==> src/rtl/unlock_seq_pkg.sv <==
package unlock_seq_pkg;

  typedef struct packed {
    logic loadPtr;
    logic writeByte;
    logic clearStage;
    logic commitRegs;
  } dpStrobe_t;

  typedef enum logic [2:0] {
    TX_IDLE,
    TX_DEV,
    TX_ADDR,
    TX_DATA,
    TX_SKIP
  } txState_t;

  localparam logic [7:0] ST_CLEAR    = 8'h00;
  localparam logic [7:0] ST_SET_WEL  = 8'h02;
  localparam logic [7:0] ST_SET_BOTH = 8'h06;

endpackage

==> src/rtl/unlock_seq_ctrl.sv <==
module unlock_seq_ctrl
  import unlock_seq_pkg::*;
#(
  parameter int DATA_W        = 8,
  parameter logic [7:0] DEV_ADDR = 8'hDE,
  parameter int COMMIT_CYCLES = 500000
) (
  input  logic              clk,
  input  logic              rstN,
  input  logic              startEv,
  input  logic              stopEv,
  input  logic              abortEv,
  input  logic              byteEv,
  input  logic [DATA_W-1:0] byteVal,
  input  logic              statusSeen,
  input  logic [DATA_W-1:0] statusVal,
  input  logic              stageAny,
  output dpStrobe_t         strobe,
  output logic              wel,
  output logic              rwel,
  output logic              busy
);

  localparam int CNT_W = $clog2(COMMIT_CYCLES + 1);
  localparam logic [CNT_W-1:0] CNT_LOAD = CNT_W'(COMMIT_CYCLES - 1);

  txState_t         st, stNxt;
  logic [CNT_W-1:0] cnt;
  logic             goodStop, doneNow, startCommit;

  assign doneNow     = busy && (cnt == '0);
  assign startCommit = goodStop && stageAny && wel && rwel && !busy;

  // Event decode; one event per cycle expected, abort wins over stop, stop over start
  always_comb begin
    stNxt    = st;
    strobe   = '0;
    goodStop = 1'b0;
    strobe.commitRegs = doneNow;
    if (abortEv) begin
      stNxt = TX_IDLE;
      strobe.clearStage = !busy;
    end else if (stopEv) begin
      goodStop = (st == TX_DATA);
      stNxt    = TX_IDLE;
    end else if (startEv) begin
      stNxt = TX_DEV;
      strobe.clearStage = !busy;
    end else if (byteEv) begin
      unique case (st)
        TX_DEV:  stNxt = (byteVal == DATA_W'(DEV_ADDR) && !busy) ? TX_ADDR : TX_SKIP;
        TX_ADDR: begin
          strobe.loadPtr = 1'b1;
          stNxt = TX_DATA;
        end
        TX_DATA: strobe.writeByte = 1'b1;
        default: stNxt = st;
      endcase
    end
  end

  always_ff @(posedge clk) begin
    if (!rstN) st <= TX_IDLE;
    else       st <= stNxt;
  end

  // Enable latches
  always_ff @(posedge clk) begin
    if (!rstN) begin
      wel  <= 1'b0;
      rwel <= 1'b0;
    end else begin
      if (doneNow) rwel <= 1'b0;
      if (goodStop && statusSeen) begin
        if (statusVal == DATA_W'(ST_CLEAR)) begin
          wel  <= 1'b0;
          rwel <= 1'b0;
        end else if (statusVal == DATA_W'(ST_SET_WEL)) begin
          wel <= 1'b1;
        end else if (statusVal == DATA_W'(ST_SET_BOTH) && wel) begin
          wel  <= 1'b1;
          rwel <= 1'b1;
        end
      end
    end
  end

  // Commit timer
  always_ff @(posedge clk) begin
    if (!rstN) begin
      busy <= 1'b0;
      cnt  <= '0;
    end else if (startCommit) begin
      busy <= 1'b1;
      cnt  <= CNT_LOAD;
    end else if (busy) begin
      if (cnt == '0) busy <= 1'b0;
      else           cnt  <= cnt - 1'b1;
    end
  end

endmodule

==> src/rtl/unlock_seq_dp.sv <==
module unlock_seq_dp
  import unlock_seq_pkg::*;
#(
  parameter int NUM_REGS = 8,
  parameter int DATA_W   = 8,
  parameter logic [7:0] BANK_BASE   = 8'h10,
  parameter logic [7:0] STATUS_ADDR = 8'h3F
) (
  input  logic                       clk,
  input  logic                       rstN,
  input  dpStrobe_t                  strobe,
  input  logic [DATA_W-1:0]          byteVal,
  output logic                       statusSeen,
  output logic [DATA_W-1:0]          statusVal,
  output logic                       stageAny,
  output logic [NUM_REGS*DATA_W-1:0] regFile
);

  localparam int IDX_W = (NUM_REGS > 1) ? $clog2(NUM_REGS) : 1;
  localparam logic [DATA_W-1:0] BASE_V   = DATA_W'(BANK_BASE);
  localparam logic [DATA_W-1:0] STATUS_V = DATA_W'(STATUS_ADDR);

  logic [DATA_W-1:0]   ptr, offset;
  logic                inBank, isStatus;
  logic [IDX_W-1:0]    idx;
  logic [NUM_REGS-1:0] vldVec;

  assign offset   = ptr - BASE_V;
  assign inBank   = (ptr >= BASE_V) && (offset < DATA_W'(NUM_REGS));
  assign idx      = offset[IDX_W-1:0];
  assign isStatus = (ptr == STATUS_V);
  assign stageAny = |vldVec;

  // Address pointer and pending status byte
  always_ff @(posedge clk) begin
    if (!rstN) begin
      ptr        <= '0;
      statusSeen <= 1'b0;
      statusVal  <= '0;
    end else begin
      if (strobe.loadPtr)        ptr <= byteVal;
      else if (strobe.writeByte) ptr <= ptr + 1'b1;
      if (strobe.clearStage) begin
        statusSeen <= 1'b0;
      end else if (strobe.writeByte && isStatus) begin
        statusSeen <= 1'b1;
        statusVal  <= byteVal;
      end
    end
  end

  // One staging slot and one bank register per entry
  for (genvar g = 0; g < NUM_REGS; g++) begin : gEntry
    logic [DATA_W-1:0] stageR, regR;
    logic              vldR, hit;

    assign hit = inBank && (idx == IDX_W'(g));

    always_ff @(posedge clk) begin
      if (!rstN) begin
        stageR <= '0;
        regR   <= '0;
        vldR   <= 1'b0;
      end else begin
        if (strobe.commitRegs && vldR) regR <= stageR;
        if (strobe.clearStage || strobe.commitRegs) begin
          vldR <= 1'b0;
        end else if (strobe.writeByte && hit) begin
          vldR   <= 1'b1;
          stageR <= byteVal;
        end
      end
    end

    assign vldVec[g] = vldR;
    assign regFile[g*DATA_W +: DATA_W] = regR;
  end

endmodule

==> src/rtl/unlock_seq.sv <==
module unlock_seq
  import unlock_seq_pkg::*;
#(
  parameter int NUM_REGS      = 8,
  parameter int DATA_W        = 8,
  parameter logic [7:0] DEV_ADDR    = 8'hDE,
  parameter logic [7:0] BANK_BASE   = 8'h10,
  parameter logic [7:0] STATUS_ADDR = 8'h3F,
  parameter int COMMIT_CYCLES = 500000
) (
  input  logic                       clk,
  input  logic                       rstN,
  input  logic                       startEv,
  input  logic                       stopEv,
  input  logic                       abortEv,
  input  logic                       byteEv,
  input  logic [DATA_W-1:0]          byteVal,
  output logic                       wel,
  output logic                       rwel,
  output logic                       busy,
  output logic [NUM_REGS*DATA_W-1:0] regFile
);

  dpStrobe_t         strobe;
  logic              statusSeen, stageAny;
  logic [DATA_W-1:0] statusVal;

  unlock_seq_ctrl #(
    .DATA_W(DATA_W), .DEV_ADDR(DEV_ADDR), .COMMIT_CYCLES(COMMIT_CYCLES)
  ) u_ctrl (
    .clk(clk), .rstN(rstN), .startEv(startEv), .stopEv(stopEv),
    .abortEv(abortEv), .byteEv(byteEv), .byteVal(byteVal),
    .statusSeen(statusSeen), .statusVal(statusVal), .stageAny(stageAny),
    .strobe(strobe), .wel(wel), .rwel(rwel), .busy(busy)
  );

  unlock_seq_dp #(
    .NUM_REGS(NUM_REGS), .DATA_W(DATA_W),
    .BANK_BASE(BANK_BASE), .STATUS_ADDR(STATUS_ADDR)
  ) u_dp (
    .clk(clk), .rstN(rstN), .strobe(strobe), .byteVal(byteVal),
    .statusSeen(statusSeen), .statusVal(statusVal), .stageAny(stageAny),
    .regFile(regFile)
  );

endmodule

==> config.mk <==
export PLATFORM = sky130hd
export DESIGN_NAME = unlock_seq
export DESIGN_NICKNAME = d
export VERILOG_FILES = /design/src/rtl/unlock_seq_pkg.sv /design/src/rtl/unlock_seq_ctrl.sv /design/src/rtl/unlock_seq_dp.sv /design/src/rtl/unlock_seq.sv
export SDC_FILE = /design/constraint.sdc
export NUM_CORES = 1
export LEC_CHECK = 0
export CELL_PAD_IN_SITES_DETAIL_PLACEMENT = 1
export CELL_PAD_IN_SITES_GLOBAL_PLACEMENT = 2
export CORE_AREA = 3 3 201 124
export CTS_CLUSTER_DIAMETER = 100
export DETAILED_ROUTE_END_ITERATION = 8
export DIE_AREA = 0 0 204 127
export DONT_BUFFER_PORTS = 1
export PLACE_DENSITY = 0.67
export SETUP_SLACK_MARGIN = 0.3
export SYNTH_ARGS = -nofsm -noshare
export SYNTH_HDL_FRONTEND = slang
export SYNTH_HIERARCHICAL = 1
export SYNTH_SLANG_ARGS = --single-unit
==> constraint.sdc <==
create_clock -name clk -period 4 [get_ports clk]
set_input_delay 0.2 -clock clk [delete_from_list [all_inputs] [get_ports clk]]
set_output_delay 0.2 -clock clk [all_outputs]
set_load 0.03 [all_outputs]
# Word-level counts from Yosys, hierarchy flattened
# Index checks and enable logic that the tools add are counted.
# totals
register_bits	178
# op_classes
n_addsub	3
n_lt_le_gt_ge	2
eq_ne	15
muxes	30
bitwise_logic	4
reduce_logical	65
# op_table
cell	count
$mux W19	3
$logic_and A1 B1 Y1	34
$reduce_and A2 Y1	14
$logic_not A19 Y1	1
$mux W1	19
$sub A19 B1 Y19 const B	1
$mux W8	2
$eq A3 B2 Y1 const B	4
$eq A3 B3 Y1 const B	4
$add A8 B1 Y8 const B	1
$eq A8 B2 Y1 const B	1
$eq A8 B3 Y1 const B	1
$eq A8 B6 Y1 const B	1
$eq A8 B8 Y1 const B	1
$ge A8 B5 Y1 const B	1
$logic_not A8 Y1	1
$lt A8 B4 Y1 const B	1
$reduce_bool A2 Y1	4
$reduce_or A8 Y1	1
$sub A8 B5 Y8 const B	1
$eq A3 B1 Y1 const B	2
$mux W2	3
$mux W3	2
$pmux W3 S2	1
other kinds (9)	15

# Logic depth before layout (Yosys ltp)
# Gate-level depths: netlist of the first run.
# depth
ltp_word	9
mapped_depth	11

# Cells and area by module
# Netlist of the first run, hierarchy kept.
# modules_own_cells
module	instances	cells_per_inst	area_each_um2	seq_area_each_um2
unlock_seq_dp	1	642	5985.7	3062.9
unlock_seq_ctrl	1	169	1396.3	500.5

# Worst setup path after synthesis of the first run
# OpenSTA, ideal clock, no wires.
# synth_timing
kind	reg2reg
start	reg u_ctrl.cnt[0]
end	reg u_dp.gEntry[0].regR[7]
t_arrival_ps	2945
required_time_ps	3878
setup_slack_ps	933
stages_incl_launch_ff	12
n_path_buf	3
path_cell_list	dfxtp_1 -> inv_1 -> ha_1 -> or4b_2 -> nor4_2 -> and3_1 -> buf_4 -> clkbuf_1 -> clkbuf_1 -> nand2_1 -> nand2_1 -> a21boi_0
# synth_via
elab_chain_cells	3
# synth_lines
element	line_no	source
start, declared	unlock_seq_ctrl.sv:28	logic [CNT_W-1:0] cnt;
start signal, assigned	unlock_seq_ctrl.sv:98	else cnt <= cnt - 1'b1;
$logic_not A19 Y1	unlock_seq_ctrl.sv:31	assign doneNow = busy && (cnt == '0);
$logic_and A1 B1 Y1	unlock_seq_ctrl.sv:31	
net u_ctrl.doneNow	unlock_seq_ctrl.sv:29	logic goodStop, doneNow, startCommit;
$logic_and A1 B1 Y1	unlock_seq_dp.sv:65	if (strobe.commitRegs && vldR) regR <= stageR;
end signal, assigned	unlock_seq_dp.sv:65	
end, declared	unlock_seq_dp.sv:54	logic [DATA_W-1:0] stageR, regR;
# The timed path passes the listed nets, and every way through them passes these cells.
# A chain may end at the register's enable or synchronous reset.

==> results.md, run 1 <==
* Pwr Density at 419 nW/um2
* Avg WL per Cell at about 19 um
* Antenna diode instance count at 0
* Post-Syn Area at around 7400 um2
* Largest net degree at the start of global routing at 152
* Leakage at 2.99 nW
* RSZ-0062 raised after global routing: false
* Crit-path cells: inv_1, ha_1, or4b_2, nor4_2, and3_2, buf_4, nand2_1, nand2_1, a21boi_0
* H-tree Lvls at 4
* Worst-Margin Slew at 1200 ps
* Post-synthesis sequential area ratio at 48.3%
* CP Data Arrival Time at 3380 ps
* Total of max-cap violations at 0
* Max Slew Vio Count at 0
* Final period util at 77.4%
* Layout cells sized above 1 at 7.74%
* Worst Path Required at approximately 4300 ps
* PnR worst setup slack at 903 ps
* Startpoint Class: flop
* Initial antenna violation count at 0
* Post-synth EDFFs at 0
* CP max FO at 41
* Gpl congestion at 0.780
* Post-CTS sizing at 0
* VDD IR-drop max at 0.270 mV
* GR Util All Layers at between 10% and 20%
* Clk buf depth at 2
* Pre-CTS setup slack at 890 ps
* Setup TNS at 0 ps
* Clock latency at the later pin of the worst-skew pair at 430 ps
* Clock Tree Root: clkbuf_16
* Total clock sinks at 178
* # fillers at 2,626
* Worst-path clk slew at approximately 70 ps
* Slew margin rel. at 19.6%
* Syn Area/Cell at between 9 and 10 um2
* Async S/R FF share, synth at 0%
* Die ar. at 25,900 um2
* Fin Clk Skew at a little over 10 ps
* Worst path buffer plus inverter count at 2
* Critical path's most frequent cell: nand2_1
* Most common cell after layout, fill and taps aside: dfxtp_1
* Starting Density at 32.0%
* Status: finished clean
* Biggest cell delay along the critical path at 640 ps
* Layout Nets at 824
* Synth cell types at 57
* Top delay family on crit path: simple AND/OR/NAND/NOR gates
* Drt drc at 0
* I/O Buffers at 0
* Number of global-route vias before repair at around 6k
* Net Count, Synth at 833
* Die Height at about 130 um
* Total grt overflow at 0
* Slowest CP cell: or4b_2
* Total Wirelength at between 20,000 and 25,000 um
* Antenna Violating Nets Remaining at 0
* Drt via density at about 5.2
* Final core utilization at 36.2%
* CTS tree: done
* Post-Syn Instances at 811
* Final Hold Viols at 0
* DR vias at about 5.8k
* DP Wirelength at ~15,000 um
* Row count at 43
* Most frequent cells in the layout: dfxtp_1 (178), nand2_1 (174), mux2i_1 (75)
* Die X-Extent at 204 um
* Synth Flop Type: dfxtp_1
* Pre-antenna DRT Iters at 4
* Register bit total from synthesis at 178
* CP endpoint kind: flop
* Crit path time final at approximately 3100 ps
* Worst hold path type: input pin to flop
* IO Pins at a little over 80
* Critical path class: flop to flop
* Iteration-0 DRC Markers at 292
* Fmax at 0.323 GHz
* Num CTS Buffers at 17
* Yosys warns at 6
* First-pass GRT wire length at 34,300 um
* Endpoints failing setup at 0
* Core Area at 23,100 um2
* Area Growth Syn to Fin at 13.1%
[cells in the mapped netlist (all sizes together), types with 5 or more instances]
cell type / number / area, um2
dfxtp: 178 / 3560
nand2: 174 / 653
mux2i: 75 / 751
nand3: 75 / 395
a21boi: 65 / 488
clkbuf: 36 / 135
a21oi: 21 / 105
nor2: 18 / 67.6
o21ai: 16 / 80.1
a31oi: 12 / 75.1
inv: 12 / 45.0
nor4: 11 / 120
nor3: 10 / 50.1
or4: 10 / 78.8
buf: 9 / 42.5
or3: 9 / 60.1
ha: 8 / 100
o31ai: 7 / 52.6
nand4: 6 / 37.5
or2: 6 / 37.5
nor2b: 5 / 31.3
or4b: 5 / 57.6
[power by group]
group	total (W)	internal (W)	switching (W)
clock network	0.00165	0.000952	0.000695
logic	0.0000809	0.0000235	0.0000575
registers	0.00177	0.00177	0.000000528
total	0.00350	0.00275	0.000753
[final timing paths]
kind,from,endpoint,slack (ps),cells past startpoint
max,u_ctrl/cnt[1],u_dp/gEntry[1].regR[6],900,9
min,byteVal[7],u_dp/ptr[7],40,3
max reg2reg,u_ctrl/cnt[1],u_dp/gEntry[1].regR[6],900,9
min reg2reg,u_dp/gEntry[1].stageR[6],u_dp/gEntry[1].stageR[6],460,2
[worst min-delay path, cell delays in order]
cell and delay [ps]:
and2_1 90, o21ai_0 80, nand3_1 60
[layer usage]
metal	track usage, %	wire length (um)	part of all wire (%)
met3	4.35	984	4.5
met1	24.8	11200	52
met2	24.9	9320	43
met5	0	0	0
met4	4.16	199	0.92
[sequential cells by signal (all words and copies together), names as in the netlist]
register,count
u_dp/statusSeen,1
u_ctrl/busy,1
u_dp/gEntry.stageR,64
u_dp/gEntry.vldR,8
u_ctrl/st,3
u_dp/gEntry.regR,64
u_ctrl/rwel,1
u_dp/statusVal,8
u_dp/ptr,8
u_ctrl/wel,1
u_ctrl/cnt,19
[layout make-up]
class                           instances  area, um2  share of cell area (%)
Timing Repair Buffer                   17        173                    2.07
Inverter                               13       48.8                   0.585
Tap cell                              315        394                    4.72
Clock inverter                          8        105                    1.26
Sequential cell                       178       3560                    42.7
Clock buffer                           23        468                    5.61
Multi-Input combinational cell        575       3590                    43.1
[stage by stage]
step	cell area, um2	cells	hold WS (ps)	power (W)
after detailed placement	7640	1087	292	0.00186
after floorplan	7380	811	279	0.00186
after global routing	8350	1129	35.5	0.00365
after global placement	7640	1087	282	0.00186
after CTS	8350	1129	15.6	0.00355
final	8350	1129	36.0	0.00350
[cell families after synthesis]
| group | count (synthesis) | synth area share [%] |
|---|---|---|
| adders and majority gates | 8 | 1.36 |
| DFF | 178 | 48.3 |
| buffers and inverters | 58 | 3.07 |
| and+or+nand+nor | 349 | 23.7 |
| xor gates and xnor gates | 4 | 0.475 |
| AOI/OAI and AO/OA | 139 | 12.9 |
| muxes | 75 | 10.2 |
[what timing repair did]
action / 4_1_cts / 5_1_grt
buffers inserted: 0 / 0
hold endpoints to repair: 154 / 0
hold buffers: 11 / 0
(Power assumes the default switching activity.)
==> run 2: changes to the inputs <==
==> constraint.sdc (replaced) <==
create_clock -name clk -period 2.86 [get_ports clk]
set_input_delay 0.143 -clock clk [delete_from_list [all_inputs] [get_ports clk]]
set_output_delay 0.143 -clock clk [all_outputs]
set_load 0.03 [all_outputs]
==> results.md, run 2 (synthesized netlist as in run 1, its figures left out) <==
* # fillers at 2,628 (was 2,626)
* Endpoints failing setup at 0 (unchanged)
* Top delay family on crit path: simple AND/OR/NAND/NOR gates (unchanged)
* Worst Min Path Start: rstN (was byteVal[7])
* Leakage at 3.18 nW (was 2.99 nW)
* Slowest CP cell: or4bb_1 (was or4b_2)
* Gpl congestion at 0.786 (was 0.780)
* RR Endpoint: u_ctrl/cnt[12] (was u_dp/gEntry[1].regR[6])
* Worst Path Required at 3210 ps (was 4290 ps)
* Pwr Density at 570 nW/um2 (was 419 nW/um2)
* Multi-input gate area at 3660 um2 (was 3590 um2)
* Antenna Violating Nets Remaining at 0 (unchanged)
* Register-to-Register Path Depth at 6 (was 9)
* CP max FO at 11 (was 41)
* Layout cells sized above 1 at 11.7% (was 7.74%)
* Crit-path cells: inv_1, ha_1, or4bb_1, or2_4, or4_2, a21oi_1 (was inv_1, ha_1, or4b_2, nor4_2, and3_2, buf_4, nand2_1, nand2_1, a21boi_0)
* I/O Buffers at 0 (unchanged)
* Final period util at 86.0% (was 77.4%)
* CP Data Arrival Time at 2810 ps (was 3380 ps)
* Drt via density at 5.18 (was 5.16)
* Drt drc at 0 (unchanged)
* Worst path buffer plus inverter count at 1 (was 2)
* Largest regs: u_dp/gEntry.regR x64, u_dp/gEntry.stageR x64, u_ctrl/cnt x19 (unchanged)
* Num CTS Buffers at 17 (unchanged)
* Total clock sinks at 178 (unchanged)
* Largest net degree at the start of global routing at 153 (was 152)
* DR vias at 6,001 (was 5,828)
* Worst-Margin Slew at 711 ps (was 1200 ps)
* Fmax at 0.407 GHz (was 0.323 GHz)
* Total Wirelength at 22,600 um (was 21,700 um)
* Final Hold Viols at 0 (unchanged)
* Hold path endpoint: u_ctrl/cnt[4] (was u_dp/ptr[7])
* Max Slew Vio Count at 0 (unchanged)
* First-pass GRT wire length at 35,900 um (was 34,300 um)
* Setup TNS at 0 ps (unchanged)
* Iteration-0 DRC Markers at 286 (was 292)
* CP endpoint kind: flop (unchanged)
* Crit path time final at 2460 ps (was 3100 ps)
* Biggest cell delay along the critical path at 580 ps (was 640 ps)
* Worst-path clk slew at 70 ps (about the same)
* Layout Nets at 853 (was 824)
* Die X-Extent at 204 um (unchanged)
* Worst hold path type: input pin to flop (unchanged)
* Die Height at 127 um (unchanged)
* Worst reg2reg startpoint: u_ctrl/cnt[0] (was u_ctrl/cnt[1])
* Starting Density at 32.0% (unchanged)
* Area taken by flip-flops and latches at 3560 um2 (unchanged)
* Fin Clk Skew at 8.80 ps (was 10.1 ps)
* Initial antenna violation count at 0 (unchanged)
* CTS tree: done (unchanged)
* Core Area at 23,100 um2 (unchanged)
* Pre-antenna DRT Iters at 5 (was 4)
* Clock latency at the later pin of the worst-skew pair at 430 ps (about the same)
* Most frequent cells in the layout: dfxtp_1 (178), nand2_1 (170), mux2i_1 (74) (was dfxtp_1 (178), nand2_1 (174), mux2i_1 (75))
* Row count at 43 (unchanged)
* Total grt overflow at 0 (unchanged)
* Reg2reg setup slack at 400 ps (was 900 ps)
* RSZ-0062 raised after global routing: true (was false)
* GR Util All Layers at 17.7% (was 16.9%)
* Total of max-cap violations at 0 (unchanged)
* IO Pins at 81 (unchanged)
* Critical path class: flop to flop (unchanged)
* Area Growth Syn to Fin at 17.7% (was 13.1%)
* Antenna diode instance count at 0 (unchanged)
* Clk buf depth at 2 (unchanged)
* Clock Tree Root: clkbuf_16 (unchanged)
* Startpoint Class: flop (unchanged)
* Die ar. at 25,900 um2 (unchanged)
* Status: finished clean (unchanged)
* Number of global-route vias before repair at 6,390 (was 6,004)
* H-tree Lvls at 4 (unchanged)
* VDD IR-drop max at 0.347 mV (was 0.270 mV)
* Total power at 0.00495 W (was 0.00350 W)
* Most common cell after layout, fill and taps aside: dfxtp_1 (unchanged)
* DP Wirelength at 15,400 um (was 14,800 um)
* Hold Path Depth at 2 (was 3)
* Avg WL per Cell at 19.5 um (was 19.2 um)
* Slew margin rel. at 52.2% (was 19.6%)
[run 2: cell types whose count changed in the layout (fill, tap and decap cells not counted), moves of 4 or more]
cell,delta
nand2_1,-4
buf_4,+17
buf_6,+4
dlygate4sd3_1,+5
nand2_2,+4
[run 2: layer usage]
layer | part of all wire [%] | up-vias | global-route usage, %
met5 | 0 | - | 0
met4 | 1.5 | 0 | 4.81
met3 | 4.3 | 28 | 4.05
met2 | 42 | 105 | 26.7
met1 | 52 | 2961 | 25.4
li1 | - | 2907 | -
[run 2: final cells by class]
class / instances / share of cell area [%]
Clock buffer: 23 / 5.61
Clock inverter: 8 / 1.18
Inverter: 13 / 0.561
Multi-Input combinational cell: 576 / 42.1
Sequential cell: 178 / 41.0
Tap cell: 315 / 4.53
Timing Repair Buffer: 45 / 5.01
[run 2: per-stage QoR]
step | util, % | instance area (um2) | setup slack, ps | cells | hold slack, ps
floorplan | - | 7420 | 380 | 811 | 222
global placement | 33.9 | 7840 | 339 | 1106 | 226
detailed placement | 33.9 | 7840 | 188 | 1106 | 233
CTS | 37.4 | 8630 | 309 | 1155 | 16.4
global route | 37.7 | 8690 | 273 | 1158 | 37.1
finish | 37.7 | 8690 | 402 | 1158 | 36.2
[run 2: where the power goes]
part,internal (W),switching (W),leakage [nW]
clock,0.00138,0.000977,0.285
combinational,0.0000374,0.0000821,1.46
sequential,0.00248,0.000000810,1.43
[run 2: timing repair]
action                     4_1_cts  5_1_grt
pin swaps                        2        1
gates cloned                     1        0
buffers inserted                 1        3
hold buffers                    16        0
hold endpoints to repair       154        0
resized for setup                2       12
setup endpoints to repair       96       68
[run 2: worst max-delay path by stage]
stage	start	to	slack, ps	cells past startpoint
final	u_ctrl/cnt[0]	u_ctrl/cnt[12]	400	6
after global routing	u_ctrl/cnt[0]	u_ctrl/cnt[12]	270	6
after CTS	u_ctrl/cnt[0]	u_ctrl/cnt[12]	310	6
after detailed placement	u_ctrl/cnt[0]	u_dp/gEntry[6].stageR[3]	190	8
after global placement	u_ctrl/cnt[0]	u_dp/gEntry[0].stageR[6]	340	10
after floorplan	u_ctrl/cnt[0]	u_dp/gEntry[7].regR[0]	380	11
